[src/rtl/sic_pkg.sv]
package sic_pkg;
    localparam int SIC_AW = 4;

    localparam logic [SIC_AW-1:0] A_SLV_EN  = 4'd0;
    localparam logic [SIC_AW-1:0] A_SLV_PND = 4'd1;
    localparam logic [SIC_AW-1:0] A_SLV_CLR = 4'd2;
    localparam logic [SIC_AW-1:0] A_HST_EN  = 4'd3;
    localparam logic [SIC_AW-1:0] A_HST_PND = 4'd4;
    localparam logic [SIC_AW-1:0] A_HST_CLR = 4'd5;
    localparam logic [SIC_AW-1:0] A_LVL0    = 4'd6;

    localparam int B_SW  = 5;
    localparam int B_TMA = 6;
    localparam int B_TMB = 7;
    localparam int B_TMC = 8;
    localparam int B_SMP = 10;

    typedef enum logic {
        HOST_QUIET  = 1'b0,
        HOST_RAISED = 1'b1
    } host_st_e;
endpackage

[src/rtl/sic_pend_bank.sv]
module sic_pend_bank #(
    parameter int NUM_SRC = 11,
    parameter int SW_BIT  = 5
) (
    input  logic               clk,
    input  logic               rst_n,
    input  logic               en_we,
    input  logic               pnd_we,
    input  logic               clr_we,
    input  logic [NUM_SRC-1:0] wdata,
    input  logic [NUM_SRC-1:0] evt,
    output logic [NUM_SRC-1:0] enable,
    output logic [NUM_SRC-1:0] pending,
    output logic [NUM_SRC-1:0] active
);
    logic [NUM_SRC-1:0] clr_mask;
    logic [NUM_SRC-1:0] sw_set;
    logic [NUM_SRC-1:0] pend_nxt;

    always_comb begin
        clr_mask = clr_we ? wdata : '0;
        sw_set   = '0;
        sw_set[SW_BIT] = pnd_we & wdata[SW_BIT];
        // set sources applied after the clear so a same-cycle event wins
        pend_nxt = (pending & ~clr_mask) | evt | sw_set;
    end

    always_ff @(posedge clk or negedge rst_n) begin
        if (!rst_n) begin
            enable  <= '0;
            pending <= '0;
        end else begin
            if (en_we) enable <= wdata;
            pending <= pend_nxt;
        end
    end

    assign active = enable & pending;
endmodule

[src/rtl/sic_prio_lvl.sv]
module sic_prio_lvl #(
    parameter int NUM_SRC     = 11,
    parameter int LVL_BITS    = 3,
    parameter int LVL_ENTRIES = 8
) (
    input  logic [NUM_SRC-1:0]                     active,
    input  logic [LVL_BITS-1:0][LVL_ENTRIES-1:0]   lvl_tab,
    output logic                                   valid,
    output logic [LVL_BITS-1:0]                    level
);
    localparam int EW = (LVL_ENTRIES > 1) ? $clog2(LVL_ENTRIES) : 1;

    int unsigned win;
    logic [EW-1:0] eidx;

    always_comb begin
        valid = 1'b0;
        win   = 0;
        for (int i = 0; i < NUM_SRC; i++) begin
            if (!valid && active[i]) begin
                valid = 1'b1;
                win   = i;
            end
        end
        if (win > LVL_ENTRIES - 1) eidx = EW'(LVL_ENTRIES - 1);
        else                       eidx = EW'(win);
    end

    for (genvar b = 0; b < LVL_BITS; b++) begin : g_lvl
        assign level[b] = valid & lvl_tab[b][eidx];
    end
endmodule

[src/rtl/sic_host_fsm.sv]
module sic_host_fsm
    import sic_pkg::*;
(
    input  logic clk,
    input  logic rst_n,
    input  logic any_act,
    output logic irq
);
    host_st_e state, state_nxt;

    always_ff @(posedge clk or negedge rst_n) begin
        if (!rst_n) state <= HOST_QUIET;
        else        state <= state_nxt;
    end

    always_comb begin
        state_nxt = state;
        irq       = 1'b0;
        unique case (state)
            HOST_QUIET: begin
                if (any_act) state_nxt = HOST_RAISED;
            end
            HOST_RAISED: begin
                irq = 1'b1;
                if (!any_act) state_nxt = HOST_QUIET;
            end
            default: state_nxt = HOST_QUIET;
        endcase
    end
endmodule

[src/rtl/snd_irq_ctrl.sv]
module snd_irq_ctrl
    import sic_pkg::*;
#(
    parameter int NUM_SRC     = 11,
    parameter int REG_W       = 16,
    parameter int LVL_BITS    = 3,
    parameter int LVL_ENTRIES = 8
) (
    input  logic                clk,
    input  logic                rst_n,
    input  logic                wr_en,
    input  logic [SIC_AW-1:0]   addr,
    input  logic [REG_W-1:0]    wr_data,
    output logic [REG_W-1:0]    rd_data,
    input  logic                tmr_a_evt,
    input  logic                tmr_b_evt,
    input  logic                tmr_c_evt,
    input  logic                smp_done_evt,
    output logic                slv_irq_vld,
    output logic [LVL_BITS-1:0] slv_irq_lvl,
    output logic                host_irq
);
    logic [NUM_SRC-1:0] wd_src;
    logic               unused_hi;
    assign wd_src    = wr_data[NUM_SRC-1:0];
    assign unused_hi = ^wr_data[REG_W-1:NUM_SRC];

    logic [NUM_SRC-1:0] slv_evt, hst_evt;
    always_comb begin
        hst_evt        = '0;
        hst_evt[B_TMA] = tmr_a_evt;
        hst_evt[B_TMB] = tmr_b_evt;
        hst_evt[B_TMC] = tmr_c_evt;
        slv_evt        = hst_evt;
        slv_evt[B_SMP] = smp_done_evt;
    end

    logic [NUM_SRC-1:0] slv_en, slv_pend, slv_act;
    logic [NUM_SRC-1:0] hst_en, hst_pend, hst_act;

    sic_pend_bank #(.NUM_SRC(NUM_SRC), .SW_BIT(B_SW)) u_slv_bank (
        .clk     (clk),
        .rst_n   (rst_n),
        .en_we   (wr_en && addr == A_SLV_EN),
        .pnd_we  (wr_en && addr == A_SLV_PND),
        .clr_we  (wr_en && addr == A_SLV_CLR),
        .wdata   (wd_src),
        .evt     (slv_evt),
        .enable  (slv_en),
        .pending (slv_pend),
        .active  (slv_act)
    );

    sic_pend_bank #(.NUM_SRC(NUM_SRC), .SW_BIT(B_SW)) u_hst_bank (
        .clk     (clk),
        .rst_n   (rst_n),
        .en_we   (wr_en && addr == A_HST_EN),
        .pnd_we  (wr_en && addr == A_HST_PND),
        .clr_we  (wr_en && addr == A_HST_CLR),
        .wdata   (wd_src),
        .evt     (hst_evt),
        .enable  (hst_en),
        .pending (hst_pend),
        .active  (hst_act)
    );

    logic [LVL_BITS-1:0][LVL_ENTRIES-1:0] lvl_tab;

    for (genvar g = 0; g < LVL_BITS; g++) begin : g_tab
        localparam logic [SIC_AW-1:0] TAB_ADDR = A_LVL0 + SIC_AW'(g);
        always_ff @(posedge clk or negedge rst_n) begin
            if (!rst_n)                           lvl_tab[g] <= '0;
            else if (wr_en && addr == TAB_ADDR)   lvl_tab[g] <= wr_data[LVL_ENTRIES-1:0];
        end
    end

    sic_prio_lvl #(
        .NUM_SRC(NUM_SRC), .LVL_BITS(LVL_BITS), .LVL_ENTRIES(LVL_ENTRIES)
    ) u_prio (
        .active  (slv_act),
        .lvl_tab (lvl_tab),
        .valid   (slv_irq_vld),
        .level   (slv_irq_lvl)
    );

    sic_host_fsm u_host (
        .clk     (clk),
        .rst_n   (rst_n),
        .any_act (|hst_act),
        .irq     (host_irq)
    );

    always_comb begin
        rd_data = '0;
        case (addr)
            A_SLV_EN:  rd_data = REG_W'(slv_en);
            A_SLV_PND: rd_data = REG_W'(slv_pend);
            A_HST_EN:  rd_data = REG_W'(hst_en);
            A_HST_PND: rd_data = REG_W'(hst_pend);
            default: begin
                for (int t = 0; t < LVL_BITS; t++) begin
                    if (addr == A_LVL0 + SIC_AW'(t)) rd_data = REG_W'(lvl_tab[t]);
                end
            end
        endcase
    end
endmodule

[config.mk]
export PLATFORM = sky130hd
export DESIGN_NAME = snd_irq_ctrl
export DESIGN_NICKNAME = d
export VERILOG_FILES = /design/src/rtl/sic_pkg.sv /design/src/rtl/sic_pend_bank.sv /design/src/rtl/sic_prio_lvl.sv /design/src/rtl/sic_host_fsm.sv /design/src/rtl/snd_irq_ctrl.sv
export SDC_FILE = /design/constraint.sdc
export NUM_CORES = 1
export LEC_CHECK = 0
export BUFFER_PORTS_ARGS = -buffer_cell sky130_fd_sc_hd__buf_2
export CORE_AREA = 2 2 82 84
export DETAILED_ROUTE_END_ITERATION = 8
export DIE_AREA = 0 0 84 86
export GPL_ROUTABILITY_DRIVEN = 0
export PLACE_DENSITY_LB_ADDON = 0.12
export SETUP_SLACK_MARGIN = 0.02
export SLEW_MARGIN = 20
export SYNTH_ARGS = -nofsm -noshare
export SYNTH_HDL_FRONTEND = slang
export SYNTH_SLANG_ARGS = --single-unit
[constraint.sdc]
create_clock -name clk -period 3 [get_ports clk]
set_input_delay 0.6 -clock clk [delete_from_list [all_inputs] [get_ports clk]]
set_output_delay 0.6 -clock clk [all_outputs]
set_load 0.1 [all_outputs]
==> out/results.ini <==
[power]
power_w=0.00303
ir_drop_mv=0.499
powerDensity_nw_per_um2=676
p_sw_w=0.00119
seqPwrFrac_pct=41.3
power.leakage_nw=1.89
swShare_pct=39.4
combPwrFrac_pct=37.5
pwr-share-clk_pct=21.1
p_int_w=0.00184

[yosys]
ys_async_sr_fraction_pct=100
synth_top_family_by_area=compound AO/OA/AOI/OAI gates
dominantRegCellSynth=dfrtp_1
synth_area_sq_um=3800
ys_ff_latch=69
synthSimpleGateAreaFrac_pct=12.0
ys_types=48
syn_avg_cell_area_sq_um=10.5
synth_compound_area_share_pct=24.5
synthAdderAreaFrac_pct=0
synth_cells=363
yosys_warnings=0
synth.mux.area_fraction_pct=13.8
synth_edf_count=0
ys_seq_area_share_pct=45.4
yosys.area_share.xor_xnor_pct=0

[global_route]
grt_max_degree=35
gr-total-overflow=0
antenna_found_initial=0
grt_pass1_wl_um=16000
grt_pass1_vias=3148
track_usage_pct=28.6

[floorplanning]
initial_utilization_pct=60.5
io_pins=48
dieArea_sq_um=7220
num_rows=29
core_area_sq_um=6280
die_width_um=84
dieHeight_um=86

[min_path]
hp-class=primary input to asynchronous set/reset pin

[clock_network]
clkTransAtPathRegs_ns=0.07
clkSinkCount=69
cts_max_level=3
cts-buffers-inserted=9
post-cts-setup-buffer-count=0
cts_root_buf=clkbuf_8
cts_tree=built
clk_latency_ns=0.35
clock_path_buffers=2

[timing]
relSlewSlack_pct=51.1
rsz0062_at_grt=false
finalSetupViolations=0
period_minus_slack_ns=2.90
fin_crit_sh_pct=96.6
hold_violations=0
fin_worst_skew_ns=0.00489
tightest_slew_ns=0.734
setup_tns_ns=0
slew_violations=0
fmax_mhz=345

[finish]
drive_gt1_share_pct=30.7
layout_common_cells=69 x dfrtp_1, 43 x mux2_2, 31 x nand2_1
layout.nets=426
final_util_pct=71.5
syn_to_final_growth_pct=18.1
mostFrequentLayoutCell=dfrtp_1
n_antenna_cell=0

[critical_path]
crit_path_start_kind=flip-flop
crit_arrival_ns=2.30
worst_setup_path_end_kind=output port
crit_type=flip-flop to output port
required_ns=2.40
path_max_fanout=10

[route]
first_iter_violations=266
viasPerCell=6.68
routed-via-count=3214
wirelength_um=9780
wl_per_cell_um=20.3
drc=0
ant_nets=0
dr.pass1.iters=6

[status]
status=complete, no violations

[job]
maxCapViolCount=0

[placed_design]
port_buffers=37
dpl.hpwl_um=6990

state kept, by name (all words and copies together) (netlist names):
name,cells
lvl_tab,24
u_host.state,1
u_hst_bank.enable,11
u_hst_bank.pending,11
u_slv_bank.enable,11
u_slv_bank.pending,11
cell type report:
cell class                 count  area (sq um)
sequential                    69          1730
inverter                       3          11.3
tap                           77          96.3
clock buffer                  12           135
multi-input combinational    265          1980
timing repair buffer          51           513
fill                         466          1790
clock inverter                 4          25.0
synthesized netlist by cell type, types with 2 or more instances:
library cell  instances  share of area (%)
dfrtp_1              69                 45
mux2_2               43                 13
nand2_1              32                3.2
a21boi_0             29                5.7
a22oi_1              26                5.1
nand3_1              21                2.8
o21ai_0              19                2.5
o211ai_1             17                3.4
clkbuf_1             15                1.5
buf_2                 9                1.2
a21o_1                8                1.6
nand4_1               8                1.3
nor2_1                8               0.79
buf_4                 5               0.99
mux2i_1               4                1.1
a22oi_4               3                1.7
a32o_1                3               0.79
and2_1                3               0.49
inv_1                 3               0.30
nor3_1                3               0.40
a21oi_1               2               0.26
a22o_1                2               0.46
nand2b_1              2               0.33
nor2b_1               2               0.33
o21ai_1               2               0.26
o221ai_1              2               0.46
o22ai_1               2               0.33
power by group through the flow:
stage / Clock (W) / Combinational [W] / Sequential [W]
global route: 0.000686 / 0.00119 / 0.00128
floorplan: 0 / 0.000796 / 0.00123
CTS: 0.000651 / 0.00113 / 0.00124
finish: 0.000641 / 0.00114 / 0.00125
global placement: 0 / 0.00109 / 0.00125
detailed placement: 0 / 0.00111 / 0.00126
final timing paths:
path / start / end / slack, ns / cells after the start
min in group clk: smp_done_evt / u_slv_bank.pending[10] / 0.42 / 2
max in group asynchronous: rst_n / lvl_tab[16] / 1.90 / 2
min reg2reg: u_hst_bank.enable[8] / u_host.state / 0.52 / 2
max: u_slv_bank.enable[0] / slv_irq_lvl[0] / 0.10 / 6
min: rst_n / u_slv_bank.enable[10] / 0.30 / 1
max reg2reg: u_hst_bank.enable[4] / u_host.state / 1.80 / 4
critical path: stages, from the launching register on:
cell	delay, ns
dfrtp_1	0.47
a22oi_4	0.39
o21ai_2	0.14
or2_4	0.31
o2111ai_1	0.21
a32o_1	0.24
buf_12	0.18
per-layer routing:
metal	track usage [%]	up-vias	wire length, um
met5	0	-	0
met4	9.53	0	156
met3	5.39	20	647
met2	45.0	152	4630
met1	40.2	1603	4340
li1	-	1439	-
stage by stage:
stage / hold WS [ns] / instances / instance area (sq um) / worst slack (ns)
3_5_place_dp: 0.502 / 465 / 4310 / 0.235
3_3_place_gp: 0.496 / 465 / 4310 / 0.297
5_1_grt: 0.360 / 481 / 4490 / 0.0204
4_1_cts: 0.329 / 481 / 4480 / 0.0847
2_1_floorplan: 0.304 / 367 / 3840 / 0.0491
6_report: 0.304 / 481 / 4490 / 0.103
timing repair:
| item | CTS | global route |
|---|---|---|
| endpoints found under the setup margin | 3 | 3 |
| endpoints found under the hold margin | 0 | 0 |
| resized for setup | 4 | 2 |
| hold buffers | 0 | 0 |
| pin swaps | 0 | 0 |
logic make-up (layout without fill, tap and decap cells):
group / Yosys count / in the layout
DFF: 69 / 69
muxes: 47 / 47
other: 1 / 5
and+or+nand+nor: 90 / 90
AOI/OAI and AO/OA: 123 / 123
buffers and inverters: 33 / 70
Note: power is estimated with default switching activity, not from simulation.
